<file path="src/rtl/aud_tx_pkg.sv">
package aud_tx_pkg;

  typedef enum logic [1:0] {
    FMT_DELAYED = 2'd0,
    FMT_LEFT    = 2'd1,
    FMT_RIGHT   = 2'd2,
    FMT_LEFT_B  = 2'd3
  } fmt_e;

  localparam int SAMPLE_W = 16;
  localparam logic [5:0] HALF_MIN = 6'd16;
  localparam logic [5:0] HALF_MAX = 6'd32;

  // Limits the requested half-frame length to the supported range.
  function automatic logic [5:0] clamp_half(input logic [5:0] req);
    if (req < HALF_MIN) return HALF_MIN;
    if (req > HALF_MAX) return HALF_MAX;
    return req;
  endfunction

  // Returns the bit carried in slot 'pos' of a half-frame, for left or right alignment.
  function automatic logic slot_bit(input logic [SAMPLE_W-1:0] word, input logic wide,
                                    input logic right_align, input logic [5:0] hlen,
                                    input logic [5:0] pos);
    logic [5:0] wlen;
    logic [5:0] lead;
    logic [5:0] k;
    logic [5:0] idx;
    wlen = wide ? 6'd16 : 6'd8;
    lead = right_align ? (hlen - wlen) : 6'd0;
    if (pos < lead) return 1'b0;
    k = pos - lead;
    if (k >= wlen) return 1'b0;
    idx = wlen - 6'd1 - k;
    return word[idx[3:0]];
  endfunction

endpackage

</file>
<file path="src/rtl/aud_tx_fifo.sv">
module aud_tx_fifo #(
  parameter int DEPTH = 4,
  parameter int WIDTH = 32,
  parameter int LOW_MARK = 1
) (
  input  logic             clk,
  input  logic             rst_n,
  input  logic             wr,
  input  logic [WIDTH-1:0] wdata,
  input  logic             rd,
  output logic [WIDTH-1:0] rdata,
  output logic             empty,
  output logic             full,
  output logic             low
);
  localparam int AW = (DEPTH > 1) ? $clog2(DEPTH) : 1;
  localparam int CW = $clog2(DEPTH + 1);
  localparam logic [AW-1:0] LAST = AW'(DEPTH - 1);

  logic [WIDTH-1:0] mem [DEPTH];
  logic [AW-1:0]    wptr, rptr;
  logic [CW-1:0]    count;
  logic             wr_ok, rd_ok;

  assign full  = (count == CW'(DEPTH));
  assign empty = (count == '0);
  assign low   = (count <= CW'(LOW_MARK));
  assign wr_ok = wr && !full;
  assign rd_ok = rd && !empty;
  assign rdata = mem[rptr];

  always_ff @(posedge clk) begin
    if (wr_ok) mem[wptr] <= wdata;
  end

  always_ff @(posedge clk or negedge rst_n) begin
    if (!rst_n) begin
      wptr  <= '0;
      rptr  <= '0;
      count <= '0;
    end else begin
      if (wr_ok) wptr <= (wptr == LAST) ? '0 : wptr + 1'b1;
      if (rd_ok) rptr <= (rptr == LAST) ? '0 : rptr + 1'b1;
      case ({wr_ok, rd_ok})
        2'b10:   count <= count + 1'b1;
        2'b01:   count <= count - 1'b1;
        default: count <= count;
      endcase
    end
  end
endmodule

</file>
<file path="src/rtl/aud_tx_bitclk.sv">
module aud_tx_bitclk #(
  parameter int DIV_W = 8
) (
  input  logic             clk,
  input  logic             rst_n,
  input  logic             enable,
  input  logic [DIV_W-1:0] half_div,
  output logic             bclk,
  output logic             fall_tick
);
  logic [DIV_W-1:0] cnt;
  logic             phase_end;

  assign phase_end = (cnt >= half_div);
  assign fall_tick = enable && phase_end && bclk;

  always_ff @(posedge clk or negedge rst_n) begin
    if (!rst_n) begin
      cnt  <= '0;
      bclk <= 1'b0;
    end else if (!enable) begin
      cnt  <= '0;
      bclk <= 1'b0;
    end else if (phase_end) begin
      cnt  <= '0;
      bclk <= ~bclk;
    end else begin
      cnt  <= cnt + 1'b1;
    end
  end
endmodule

</file>
<file path="src/rtl/aud_tx_framer.sv">
module aud_tx_framer
  import aud_tx_pkg::*;
(
  input  logic                clk,
  input  logic                rst_n,
  input  logic                enable,
  input  logic                tick,
  input  logic [1:0]          fmt,
  input  logic                wide,
  input  logic [5:0]          hlen,
  input  logic                src_empty,
  input  logic [SAMPLE_W-1:0] src_left,
  input  logic [SAMPLE_W-1:0] src_right,
  output logic                pop,
  output logic                starve,
  output logic                lrclk,
  output logic                sdata
);
  logic                side;
  logic [5:0]          pos;
  logic [SAMPLE_W-1:0] word_l, word_r;
  logic                lag_bit;

  logic                last_slot, next_side, frame_start;
  logic [5:0]          next_pos;
  logic [SAMPLE_W-1:0] cur_l, cur_r, cur_word;
  logic                aligned_bit, out_bit;

  assign last_slot   = (pos >= hlen - 6'd1);
  assign next_side   = last_slot ? ~side : side;
  assign next_pos    = last_slot ? 6'd0 : pos + 6'd1;
  assign frame_start = last_slot && side;
  assign cur_l       = frame_start ? (src_empty ? '0 : src_left)  : word_l;
  assign cur_r       = frame_start ? (src_empty ? '0 : src_right) : word_r;
  assign cur_word    = next_side ? cur_r : cur_l;
  assign aligned_bit = slot_bit(cur_word, wide, fmt == FMT_RIGHT, hlen, next_pos);
  assign out_bit     = (fmt == FMT_DELAYED) ? lag_bit : aligned_bit;
  assign pop         = tick && frame_start && !src_empty;
  assign starve      = tick && frame_start && src_empty;
  assign lrclk       = side;

  always_ff @(posedge clk or negedge rst_n) begin
    if (!rst_n) begin
      side    <= 1'b1;
      pos     <= 6'h3F;
      word_l  <= '0;
      word_r  <= '0;
      lag_bit <= 1'b0;
      sdata   <= 1'b0;
    end else if (!enable) begin
      side    <= 1'b1;
      pos     <= 6'h3F;
      lag_bit <= 1'b0;
      sdata   <= 1'b0;
    end else if (tick) begin
      side    <= next_side;
      pos     <= next_pos;
      word_l  <= cur_l;
      word_r  <= cur_r;
      lag_bit <= aligned_bit;
      sdata   <= out_bit;
    end
  end
endmodule

</file>
<file path="src/rtl/aud_i2s_tx.sv">
module aud_i2s_tx
  import aud_tx_pkg::*;
#(
  parameter int DIV_W      = 8,
  parameter int FIFO_DEPTH = 4,
  parameter int LOW_MARK   = 1
) (
  input  logic             clk,
  input  logic             rst_n,
  input  logic             enable,
  input  logic [1:0]       fmt,
  input  logic             wide,
  input  logic [5:0]       half_len,
  input  logic [DIV_W-1:0] half_div,
  input  logic             push,
  input  logic [15:0]      push_left,
  input  logic [15:0]      push_right,
  input  logic             underrun_clr,
  output logic             fifo_full,
  output logic             low_req,
  output logic             underrun,
  output logic             bclk,
  output logic             lrclk,
  output logic             sdata
);
  localparam int PAIR_W = 2 * SAMPLE_W;

  logic              fall_tick;
  logic              pop_evt;
  logic              starve_evt;
  logic              fifo_empty;
  logic [PAIR_W-1:0] head;
  logic [5:0]        hlen;

  assign hlen = clamp_half(half_len);

  aud_tx_bitclk #(.DIV_W(DIV_W)) u_bitclk (
    .clk(clk), .rst_n(rst_n), .enable(enable), .half_div(half_div),
    .bclk(bclk), .fall_tick(fall_tick)
  );

  aud_tx_fifo #(.DEPTH(FIFO_DEPTH), .WIDTH(PAIR_W), .LOW_MARK(LOW_MARK)) u_fifo (
    .clk(clk), .rst_n(rst_n), .wr(push), .wdata({push_left, push_right}),
    .rd(pop_evt), .rdata(head), .empty(fifo_empty), .full(fifo_full), .low(low_req)
  );

  aud_tx_framer u_framer (
    .clk(clk), .rst_n(rst_n), .enable(enable), .tick(fall_tick),
    .fmt(fmt), .wide(wide), .hlen(hlen),
    .src_empty(fifo_empty), .src_left(head[PAIR_W-1:SAMPLE_W]), .src_right(head[SAMPLE_W-1:0]),
    .pop(pop_evt), .starve(starve_evt), .lrclk(lrclk), .sdata(sdata)
  );

  always_ff @(posedge clk or negedge rst_n) begin
    if (!rst_n)          underrun <= 1'b0;
    else if (starve_evt) underrun <= 1'b1;
    else if (underrun_clr) underrun <= 1'b0;
  end
endmodule

</file>
<file path="config.mk">
export PLATFORM = sky130hd
export DESIGN_NAME = aud_i2s_tx
export DESIGN_NICKNAME = d
export VERILOG_FILES = /design/src/rtl/aud_tx_pkg.sv /design/src/rtl/aud_tx_fifo.sv /design/src/rtl/aud_tx_bitclk.sv /design/src/rtl/aud_tx_framer.sv /design/src/rtl/aud_i2s_tx.sv
export SDC_FILE = /design/constraint.sdc
export NUM_CORES = 1
export LEC_CHECK = 0
export ABC_CLOCK_PERIOD_IN_PS = 5600
export BUFFER_PORTS_ARGS = -buffer_cell sky130_fd_sc_hd__buf_2
export CORE_AREA = 2 2 145 147
export DETAILED_ROUTE_END_ITERATION = 10
export DIE_AREA = 0 0 147 149
export PLACE_DENSITY = 0.58
export SETUP_SLACK_MARGIN = 0.4
export SYNTH_ARGS = -nofsm -noshare
export SYNTH_HDL_FRONTEND = slang
export SYNTH_HIERARCHICAL = 1
export SYNTH_SLANG_ARGS = --single-unit
</file>
<file path="constraint.sdc">
create_clock -name clk -period 5.6 [get_ports clk]
set_input_delay 0.28 -clock clk [delete_from_list [all_inputs] [get_ports clk]]
set_output_delay 0.28 -clock clk [all_outputs]
set_load 0.02 [all_outputs]
</file>
==> flow_summary.json, run 1 <==
{
  "status": "completed",
  "grt_max_degree": 59,
  "finalHoldViolCount": 0,
  "worstPathCellList": "inv_1 > ha_1 > nand2b_1 > a21o_1 > a21o_1 > a211oi_1 > nor2_1 > nor2_2 > inv_2 > nor2_1 > ha_1 > nor2b_1 > o21ai_0 > or3b_2 > nand2_1 > ha_1 > nand2b_1 > a31oi_1 > nand3b_1 > nand4_1 > nor3_2 > nor3_2 > a22o_1",
  "netlist_instances": 645,
  "synth-edff-count": 128,
  "hold_path_class": "in -> async",
  "cts-hold-fix-buffers": 0,
  "wl_met3_um": 581,
  "htree_levels": 4,
  "fin_ws_ns": 0.896,
  "pre_cts_slack_ns": 0.582,
  "period_share": 0.840,
  "nets": 799,
  "grt_pass1_vias": 5638,
  "wl_per_cell_um": 17.9,
  "postLayoutCoreUtil": 0.492,
  "antenna_found_initial": 0,
  "yosysSeqAreaShare": 0.590,
  "clock-sinks": 186,
  "area.growth.synth_to_final_pct": 12.5,
  "ff2ff_path_depth": 23,
  "critPathCapture": "u_framer/sdata$_DFFE_PN0P_",
  "die_h_um": 149,
  "r2r-end": "u_framer/sdata$_DFFE_PN0P_",
  "vias": 5284,
  "synth_compound_area_frac": 0.0690,
  "first_iter_violations": 320,
  "rsz0062_at_grt": "false",
  "io-pin-count": 60,
  "synthDistinctLibCells": 60,
  "drv_cap": 0,
  "cts_buffers": 17,
  "fin_crit_ns": 4.70,
  "cp-startpoint": "u_framer/pos[0]$_DFFE_PN1P_",
  "p_per_area_nw_per_um2": 363,
  "die_width_um": 147,
  "drtPass1Iterations": 4,
  "viasPerCell": 5.32,
  "routed.top_layer": "met4",
  "grt_pass1_wl_um": 29700,
  "finalWirelength_um": 17800,
  "clock_latency_ns": 0.43,
  "synthArstFlopShare": 0.312,
  "synthAdderAreaFrac": 0.0560,
  "end_kind": "register",
  "slew_headroom": 0.248,
  "postCtsSetupBuffers": 0,
  "dieArea_um2": 21900,
  "peakVddDrop_mv": 0.218,
  "synth_xor_area_frac": 0.0195,
  "diodes": 0,
  "worst_pin_slew_ns": 1.13,
  "clk_pin_slew_worst_paths_ns": 0.07,
  "synth.area.mux_share": 0.120,
  "finalMaxSlewViolations": 0,
  "synthSimpleGateAreaFrac": 0.109,
  "tns_ns": 0,
  "drive_gt1_frac": 0.233,
  "r2r_slack_ns": 0.90,
  "syn_area_per_cell_um2": 13.9,
  "placeableCoreArea_um2": 20600,
  "clock.fmax_mhz": 213,
  "dp_hpwl_um": 11900,
  "wl_met2_um": 9180,
  "grt.overflow.total": 0,
  "worstPathArrival_ns": 5.07,
  "setup_violations": 0,
  "io_buffers": 59,
  "grtUsageTotal": 0.176,
  "cts_root_buffer": "clkbuf_16",
  "ant_nets": 0,
  "place.gp.congestion": 0.862,
  "skew_ns": 0.0127,
  "start_util": 0.437,
  "crit_type": "reg -> reg",
  "slowest_stage": "dfstp_2",
  "synth_top_family_by_area": "multiplexers",
  "wl_met1_um": 7790,
  "post-route-drc-count": 0,
  "critPathMaxStageDelay_ns": 0.55,
  "synth.ff_latch_count": 186,
  "critPathMaxFanout": 12,
  "clockBufferDepth": 2,
  "path_common_cell": "ha_1",
  "p_leak_uw": 0.00389,
  "rows": 53,
  "synthFlopType": "edfxtp_1",
  "rr_startpoint": "u_framer/pos[0]$_DFFE_PN1P_",
  "syn_area_um2": 8990,
  "tritoncts": "done",
  "synth_nets": 738,
  "crit_path_start_kind": "register",
  "synth-warning-count": 6,
  "postCtsResizedCells": 0,
  "crit_required_ns": 5.97
}
-- metal layers --
layer,up-vias,global-route usage
met4,0,0.0567
met5,-,0
li1,2507,-
met3,22,0.0355
met1,2664,0.218
met2,91,0.312
-- worst max-delay path, delay by kind of cell, from the launching register on --
kind / cells / cell delay [ns]
AOI/OAI and AO/OA: 6 / 1.11
adders and majority gates: 3 / 0.86
buffers and inverters: 2 / 0.21
DFF: 1 / 0.55
and+or+nand+nor: 12 / 1.90
-- power breakdown --
group          switching (uW)  leakage, uW  internal, uW  total, uW
Sequential               58.6      0.00194          1700       1750
Combinational             442      0.00166           274        716
Clock                     536     0.000286           669       1200
-- per-stage QoR --
step,cells,instance area [um2],total power [uW],hold slack [ns]
detailed placement,962,9520,2510,0.465
global route,993,10100,3870,0.0486
global placement,962,9520,2480,0.457
floorplan,645,8990,2270,-0.0156
finish,993,10100,3680,0.0163
CTS,993,10100,3730,0.0317
-- worst min path at each step --
stage	to	slack, ns
global placement	u_framer/word_l[5]$_DFFE_PN0P_	0.46
global route	u_fifo/mem[1][29]$_DFFE_PP_	0.05
detailed placement	u_framer/word_l[5]$_DFFE_PN0P_	0.47
floorplan	u_bitclk/bclk$_DFFE_PN0P_	-0.02
CTS	underrun$_DFFE_PN0P_	0.03
finish	u_bitclk/cnt[2]$_DFF_PN0_	0.02
-- cell families (layout without fill, tap and decap cells) --
group,count (synthesis),in the layout
AO/OA/AOI/OAI,93,93
XOR/XNOR,20,20
adder cells (fa/ha/maj),39,39
buffers and inverters,63,136
flip-flops,186,186
multiplexers,56,56
AND/OR/NAND/NOR,188,188
-- state kept, by name, indices dropped and copies added, names as in the netlist --
register	count
u_framer/sdata	1
underrun	1
u_fifo/rptr	2
u_framer/word_r	16
u_framer/lrclk	1
u_framer/lag_bit	1
u_fifo/wptr	2
u_framer/pos	6
u_bitclk/cnt	8
u_bitclk/bclk	1
u_fifo/count	3
u_framer/word_l	16
u_fifo/mem	128
-- cells in the final DEF (no fill, tap or decap), drive strengths merged, types with 2 or more instances in the layout --
master  Yosys  layout
a211oi      3       3
a21o        4       4
a21oi      13      13
a221o       4       4
a31oi       3       3
and2       10      10
and3        6       6
buf        19      69
bufinv      0       2
clkbuf      8      17
clkinv      0       6
dfrtp      51      51
dfstp       7       7
edfxtp    128     128
fa          2       2
ha         37      37
inv        36      41
mux2       13      13
mux2i       4       4
mux4       39      39
nand2      53      53
nand2b     28      28
nand3      10      10
nand3b      5       5
nand4       5       5
nor2       28      28
nor2b      22      22
nor3       14      14
o211ai      7       7
o21a        5       5
o21ai      38      38
o311ai      2       2
o31ai       4       4
or4         2       2
xnor2      11      11
xor2        9       9
-- Yosys cell counts, types with 9 or more instances --
library cell  count  area share
xor2_1            9      0.0088
a21oi_1          13      0.0072
o21ai_0          32       0.018
xnor2_1          11       0.011
edfxtp_1        128        0.43
inv_1            33       0.014
nand2_1          53       0.022
mux4_2           35       0.088
nand3_1          10      0.0056
buf_2            12      0.0067
nand2b_1         27       0.019
and2_1           10      0.0070
mux2_2           13       0.016
nor2_1           27       0.011
dfrtp_1          51        0.14
nor3_1           12      0.0067
ha_1             37       0.052
nor2b_1          21       0.015
-- final cells by class --
type	count	area [um2]
clock inverter	14	166
clock buffer	17	425
timing repair buffer	69	370
multi-input combinational	396	3370
tap	275	344
inverter	36	135
sequential	186	5310
fill	1803	10400
Power figures use the tool's default switching activity.
==> run 2, diff against run 1 <==
--- a/config.mk
+++ b/config.mk
@@ -5,12 +5,13 @@
 export SDC_FILE = /design/constraint.sdc
 export NUM_CORES = 1
 export LEC_CHECK = 0
-export ABC_CLOCK_PERIOD_IN_PS = 5600
+export ABC_AREA = 1
+export ABC_CLOCK_PERIOD_IN_PS = 4150
 export BUFFER_PORTS_ARGS = -buffer_cell sky130_fd_sc_hd__buf_2
 export CORE_AREA = 2 2 145 147
 export DETAILED_ROUTE_END_ITERATION = 10
 export DIE_AREA = 0 0 147 149
-export PLACE_DENSITY = 0.58
+export PLACE_DENSITY = 0.61
 export SETUP_SLACK_MARGIN = 0.4
 export SYNTH_ARGS = -nofsm -noshare
 export SYNTH_HDL_FRONTEND = slang
==> constraint.sdc (replaced) <==
create_clock -name clk -period 4.15 [get_ports clk]
set_input_delay 0.2075 -clock clk [delete_from_list [all_inputs] [get_ports clk]]
set_output_delay 0.2075 -clock clk [all_outputs]
set_load 0.02 [all_outputs]
==> flow_summary.json, run 2 <==
{
  "grt.overflow.total": 0,
  "drtPass1Iterations": 5,
  "viasPerCell": 5.00,
  "cts_root_buffer": "clkbuf_16",
  "grt_pass1_vias": 6202,
  "fin_ws_ns": 0.747,
  "peakVddDrop_mv": 0.282,
  "synth-warning-count": 6,
  "antenna_found_initial": 0,
  "diodes": 0,
  "end_kind": "register",
  "place.gp.congestion": 0.833,
  "first_iter_violations": 461,
  "clock.fmax_mhz": 294,
  "synth.ff_latch_count": 186,
  "slowest_stage": "ha_4",
  "drv_cap": 0,
  "synthFlopType": "edfxtp_1",
  "critPathMaxFanout": 6,
  "start_util": 0.439,
  "finalWirelength_um": 18700,
  "num-fill-cells": 1908,
  "status": "completed",
  "io_buffers": 59,
  "clockBufferDepth": 2,
  "syn_area_um2": 9020,
  "finalHoldViolCount": 0,
  "tns_ns": 0,
  "grtUsageTotal": 0.179,
  "hold_path_class": "in -> reg",
  "clk_pin_slew_worst_paths_ns": 0.07,
  "reg_top3": "u_fifo/mem (128), u_framer/word_l (16), u_framer/word_r (16)",
  "layout_common_cells": "164 x nand2_1, 162 x nor2_1, 128 x edfxtp_1",
  "synth_top_cells_by_count": "169 x nor2_1, 165 x nand2_1, 128 x edfxtp_1",
  "yosysSeqAreaShare": 0.588,
  "synthDistinctLibCells": 35,
  "synth-edff-count": 128,
  "period_share": 0.820,
  "path_common_cell": "nand2_1",
  "slew_headroom": 0.252,
  "setup_violations": 0,
  "io-pin-count": 60,
  "worstPathArrival_ns": 3.76,
  "synth_top_cell_by_area": "edfxtp_1",
  "clock_latency_ns": 0.42,
  "die_width_um": 147,
  "final_common_cell": "nand2_1",
  "ant_nets": 0,
  "cts_buffers": 17,
  "skew_ns": 0.00943,
  "fin_crit_ns": 3.40,
  "nets": 1106,
  "tritoncts": "done",
  "crit_path_start_kind": "input port",
  "grt_pass1_wl_um": 31100,
  "clock-sinks": 186,
  "p_per_area_nw_per_um2": 471,
  "drive_gt1_frac": 0.144,
  "worst_pin_slew_ns": 1.12,
  "synthArstFlopShare": 0.312,
  "crit_type": "in -> reg",
  "rsz0062_at_grt": "false",
  "htree_levels": 4,
  "multi_input_area_um2": 3320,
  "dieArea_um2": 21900,
  "placeableCoreArea_um2": 20600,
  "seqCellArea_um2": 5310,
  "p_leak_uw": 0.00451,
  "synth_nets": 1029,
  "grt_max_degree": 71,
  "dp_hpwl_um": 11700,
  "pre_cts_slack_ns": 0.0570,
  "syn_area_per_cell_um2": 9.64,
  "finalMaxSlewViolations": 0,
  "rows": 53,
  "crit_required_ns": 4.51,
  "ys_top_cells_by_area": "edfxtp_1 43%, dfrtp_1 14%, nor2_1 7.0%",
  "netlist_instances": 936,
  "critPathMaxStageDelay_ns": 0.28,
  "yosysTopAreaCellShare": 0.426,
  "r2r_slack_ns": 0.88,
  "area.growth.synth_to_final_pct": 16.3,
  "synth.most_common_cell": "nor2_1",
  "wl_per_cell_um": 14.4,
  "vias": 6507,
  "top_register": "u_fifo/mem",
  "die_h_um": 149,
  "post-route-drc-count": 0,
  "largest_reg_flops": 128
}
run 2: cell count changes after synthesis, sizes merged, moves of 39 or more:
cell and change:
nor2 +145, nand2 +113, o21ai +63, nand3 +55, inv +43, mux4 -39
run 2: routing by layer:
layer / part of all wire / up-vias / track usage
met4: 0.012 / 0 / 0.0476
li1: - / 3317 / -
met3: 0.031 / 17 / 0.0284
met1: 0.47 / 3067 / 0.240
met2: 0.49 / 106 / 0.305
met5: 0 / - / 0
run 2: cells by family after synthesis:
logic type,share of synthesized area
AOI/OAI and AO/OA,0.0941
xor gates and xnor gates,0.0184
adders and majority gates,0.0557
buffers and inverters,0.0545
DFF,0.588
and+or+nand+nor,0.189
run 2: what timing repair did:
| item | in CTS | in global routing |
|---|---|---|
| buffers inserted | 0 | 2 |
| setup endpoints to repair | 0 | 2 |
| resized for setup | 0 | 23 |
| endpoints found under the hold margin | 125 | 0 |
| hold buffers | 24 | 0 |
run 2: where the power goes:
part	internal (uW)	total, uW	switching (uW)
sequential	2280	2350	74.7
clock	902	1610	710
combinational	304	984	679
total	3490	4950	1460
run 2: cell type report:
class / count / area share
repair buffers: 97 / 0.0613
clock buffers: 17 / 0.0405
multi-input cells: 632 / 0.316
well taps: 275 / 0.0328
flip-flops and latches: 186 / 0.505
clock inverters: 15 / 0.0154
inverters: 79 / 0.0287
run 2: stage by stage:
stage               std cells  hold slack, ns  cell area [um2]  utilization  total power [uW]
finish                   1301         0.00534            10500        0.511              4950
detailed placement       1243           0.403             9570        0.465              3360
global route             1301         0.00720            10500        0.511              5220
floorplan                 936         -0.0881             9020            -              3050
CTS                      1299        0.000493            10400        0.506              4990
global placement         1243           0.397             9570        0.465              3340
run 2: path summary, 6_finish.rpt:
check | start | endpoint | depth (start not counted)
worst max-delay path | half_len[5] | u_framer/sdata$_DFFE_PN0P_ | 30
worst min-delay path | push_right[0] | u_fifo/mem[2][0]$_DFFE_PP_ | 1
worst max register to register | u_framer/pos[1]$_DFFE_PN1P_ | u_framer/sdata$_DFFE_PN0P_ | 22
worst min register to register | underrun$_DFFE_PN0P_ | underrun$_DFFE_PN0P_ | 2
max in group asynchronous | rst_n | u_framer/lrclk$_DFFE_PN1P_ | 3
min in group asynchronous | rst_n | u_bitclk/cnt[7]$_DFF_PN0_ | 2
run 2: worst max-delay path: cells and delay by family:
kind,cells,cell delay (ns)
simple gates,15,1.29
compound gates,5,0.67
buf+inv,5,0.42
fa+ha+maj,3,0.81
xor+xnor,2,0.34
==> run 3, diff against run 2 <==
--- a/config.mk
+++ b/config.mk
@@ -6,12 +6,12 @@
 export NUM_CORES = 1
 export LEC_CHECK = 0
 export ABC_AREA = 1
-export ABC_CLOCK_PERIOD_IN_PS = 4150
+export ABC_CLOCK_PERIOD_IN_PS = 3200
 export BUFFER_PORTS_ARGS = -buffer_cell sky130_fd_sc_hd__buf_2
 export CORE_AREA = 2 2 145 147
 export DETAILED_ROUTE_END_ITERATION = 10
 export DIE_AREA = 0 0 147 149
-export PLACE_DENSITY = 0.61
+export PLACE_DENSITY = 0.59
 export SETUP_SLACK_MARGIN = 0.4
 export SYNTH_ARGS = -nofsm -noshare
 export SYNTH_HDL_FRONTEND = slang
==> constraint.sdc (replaced) <==
create_clock -name clk -period 3.2 [get_ports clk]
set_input_delay 0.16 -clock clk [delete_from_list [all_inputs] [get_ports clk]]
set_output_delay 0.16 -clock clk [all_outputs]
set_load 0.02 [all_outputs]
==> flow_summary.json, run 3 (synthesis gave the netlist of run 2 again) <==
{
  "status": "completed",
  "crit_buf_inv": 5,
  "worstPathArrival_ns": 3.56,
  "clock_latency_ns": 0.44,
  "place_inst": 1291,
  "dp_hpwl_um": 11800,
  "critPathMaxStageDelay_ns": 0.35,
  "post-route-drc-count": 0,
  "p_leak_uw": 0.00488,
  "grt.overflow.total": 0,
  "cts_root_buffer": "clkbuf_16",
  "finalHoldViolCount": 0,
  "grt_pass1_vias": 6580,
  "p_per_area_nw_per_um2": 573,
  "hold_path_class": "in -> reg",
  "clockBufferDepth": 2,
  "critPathMaxFanout": 4,
  "clk_pin_slew_worst_paths_ns": 0.07,
  "final_common_cell": "nor2_1",
  "io_buffers": 59,
  "grt_max_degree": 71,
  "layout_common_cells": "162 x nor2_1, 159 x nand2_1, 128 x edfxtp_1",
  "reg_top3": "u_fifo/mem (128), u_framer/word_l (16), u_framer/word_r (16)",
  "viasPerCell": 4.91,
  "path_common_cell": "nand2_1",
  "crit_required_ns": 3.58,
  "crit_type": "in -> reg",
  "start_util": 0.439,
  "finalMaxSlewViolations": 0,
  "tritoncts": "done",
  "dieArea_um2": 21900,
  "placeableCoreArea_um2": 20600,
  "first_iter_violations": 362,
  "peakVddDrop_mv": 0.395,
  "postPlaceCellArea_um2": 10100,
  "period_share": 0.996,
  "met2_usage": 0.319,
  "rsz0062_at_grt": "true",
  "grtUsageMet1": 0.242,
  "slew_headroom": 0.489,
  "cpLargestDelayFamily": "simple AND/OR/NAND/NOR gates",
  "place.gp.congestion": 0.825,
  "end_kind": "register",
  "ant_nets": 0,
  "die_h_um": 149,
  "slowest_stage": "fa_2",
  "cts_buffers": 17,
  "finalWirelength_um": 19400,
  "drv_cap": 0,
  "vias": 6742,
  "clock.fmax_mhz": 314,
  "htree_levels": 4,
  "grt_pass1_wl_um": 32500,
  "top_register": "u_fifo/mem",
  "io-pin-count": 60,
  "rows": 53,
  "largest_reg_flops": 128,
  "drive_gt1_frac": 0.203,
  "finalNonFillerCells": 1374,
  "antenna_found_initial": 0,
  "grt_busiest_layer": "met2",
  "worst_pin_slew_ns": 0.766,
  "crit_path_start_kind": "input port",
  "area.growth.synth_to_final_pct": 24.6,
  "die_width_um": 147,
  "nets": 1179,
  "fin_crit_ns": 3.19,
  "setup_violations": 0,
  "clock-sinks": 186,
  "diodes": 0,
  "grt_util_met3": 0.0324,
  "final_area_um2": 11200,
  "drtPass1Iterations": 5,
  "skew_ns": 0.00875,
  "grtUsageTotal": 0.187,
  "wl_per_cell_um": 14.1
}
run 3: cell count changes in the layout (fill, tap and decap cells not counted), moves of 5 or more:
cell,before,now
buf_12,0,7
buf_4,15,70
nand2_1,164,159
dlygate4sd3_1,24,34
run 3: layer usage:
layer  up-vias  wire [um]
met2       119       9340
met3        24        591
li1       3471          -
met4         0        361
met5         -          0
met1      3128       9130
run 3: metrics by stage:
step / total power [uW] / util / setup TNS [ns] / setup slack, ns / hold WS [ns]
2_1_floorplan: 3970 / - / -0.0640 / -0.0430 / -0.136
3_3_place_gp: 4410 / 0.491 / -0.843 / -0.435 / 0.218
3_5_place_dp: 4420 / 0.491 / -1.04 / -0.494 / 0.215
4_1_cts: 6490 / 0.544 / 0 / 0.107 / 0.0173
5_1_grt: 6820 / 0.547 / -0.800 / -0.340 / 0.0360
6_report: 6440 / 0.547 / 0 / 0.0119 / 0.0349
run 3: final timing paths:
path,from,slack [ns],end,cells past startpoint
min in group asynchronous,rst_n,0.27,u_bitclk/cnt[7]$_DFF_PN0_,2
worst min-delay path,enable,0.03,u_bitclk/bclk$_DFFE_PN0P_,3
worst max register to register,u_framer/pos[1]$_DFFE_PN1P_,0.08,u_framer/sdata$_DFFE_PN0P_,21
max in group asynchronous,rst_n,2.03,u_framer/lrclk$_DFFE_PN1P_,3
worst max-delay path,half_len[5],0.01,u_framer/sdata$_DFFE_PN0P_,28
worst min register to register,underrun$_DFFE_PN0P_,0.47,underrun$_DFFE_PN0P_,2
run 3: layout make-up:
type	count	area (um2)
repair buffers	170	1310
multi-input cells	632	3390
fillers	1838	9320
clock inverters	15	153
clock buffers	17	425
well taps	275	344
inverters	79	315
flip-flops and latches	186	5310
run 3: where the power goes:
| part | total [uW] | switching (uW) | leakage (uW) | internal, uW |
|---|---|---|---|---|
| clock network | 2030 | 990 | 0.000286 | 1040 |
| logic | 1360 | 897 | 0.00265 | 464 |
| registers | 3050 | 91.8 | 0.00194 | 2950 |
| total | 6440 | 1980 | 0.00488 | 4460 |
run 3: worst register-to-register path, cell delays in order, from the launching register on:
cell	delay [ns]
dfstp_2	0.56
ha_4	0.21
inv_2	0.04
nor2_1	0.03
o211ai_1	0.20
nand3_2	0.13
inv_4	0.11
nand2_2	0.08
ha_4	0.17
fa_2	0.35
inv_2	0.06
a31oi_1	0.09
xor2_1	0.14
inv_1	0.06
ha_1	0.26
a21oi_1	0.14
nand2_1	0.06
nor2_1	0.09
nand3_1	0.11
nand2_1	0.08
nand2_1	0.04
nand2_1	0.05
run 3: what timing repair did:
action	in CTS	in global routing
resized for setup	7	12
endpoints found under the setup margin	3	6
endpoints found under the hold margin	148	0
setup buffers	16	1
pin swaps	7	9
hold buffers	34	0
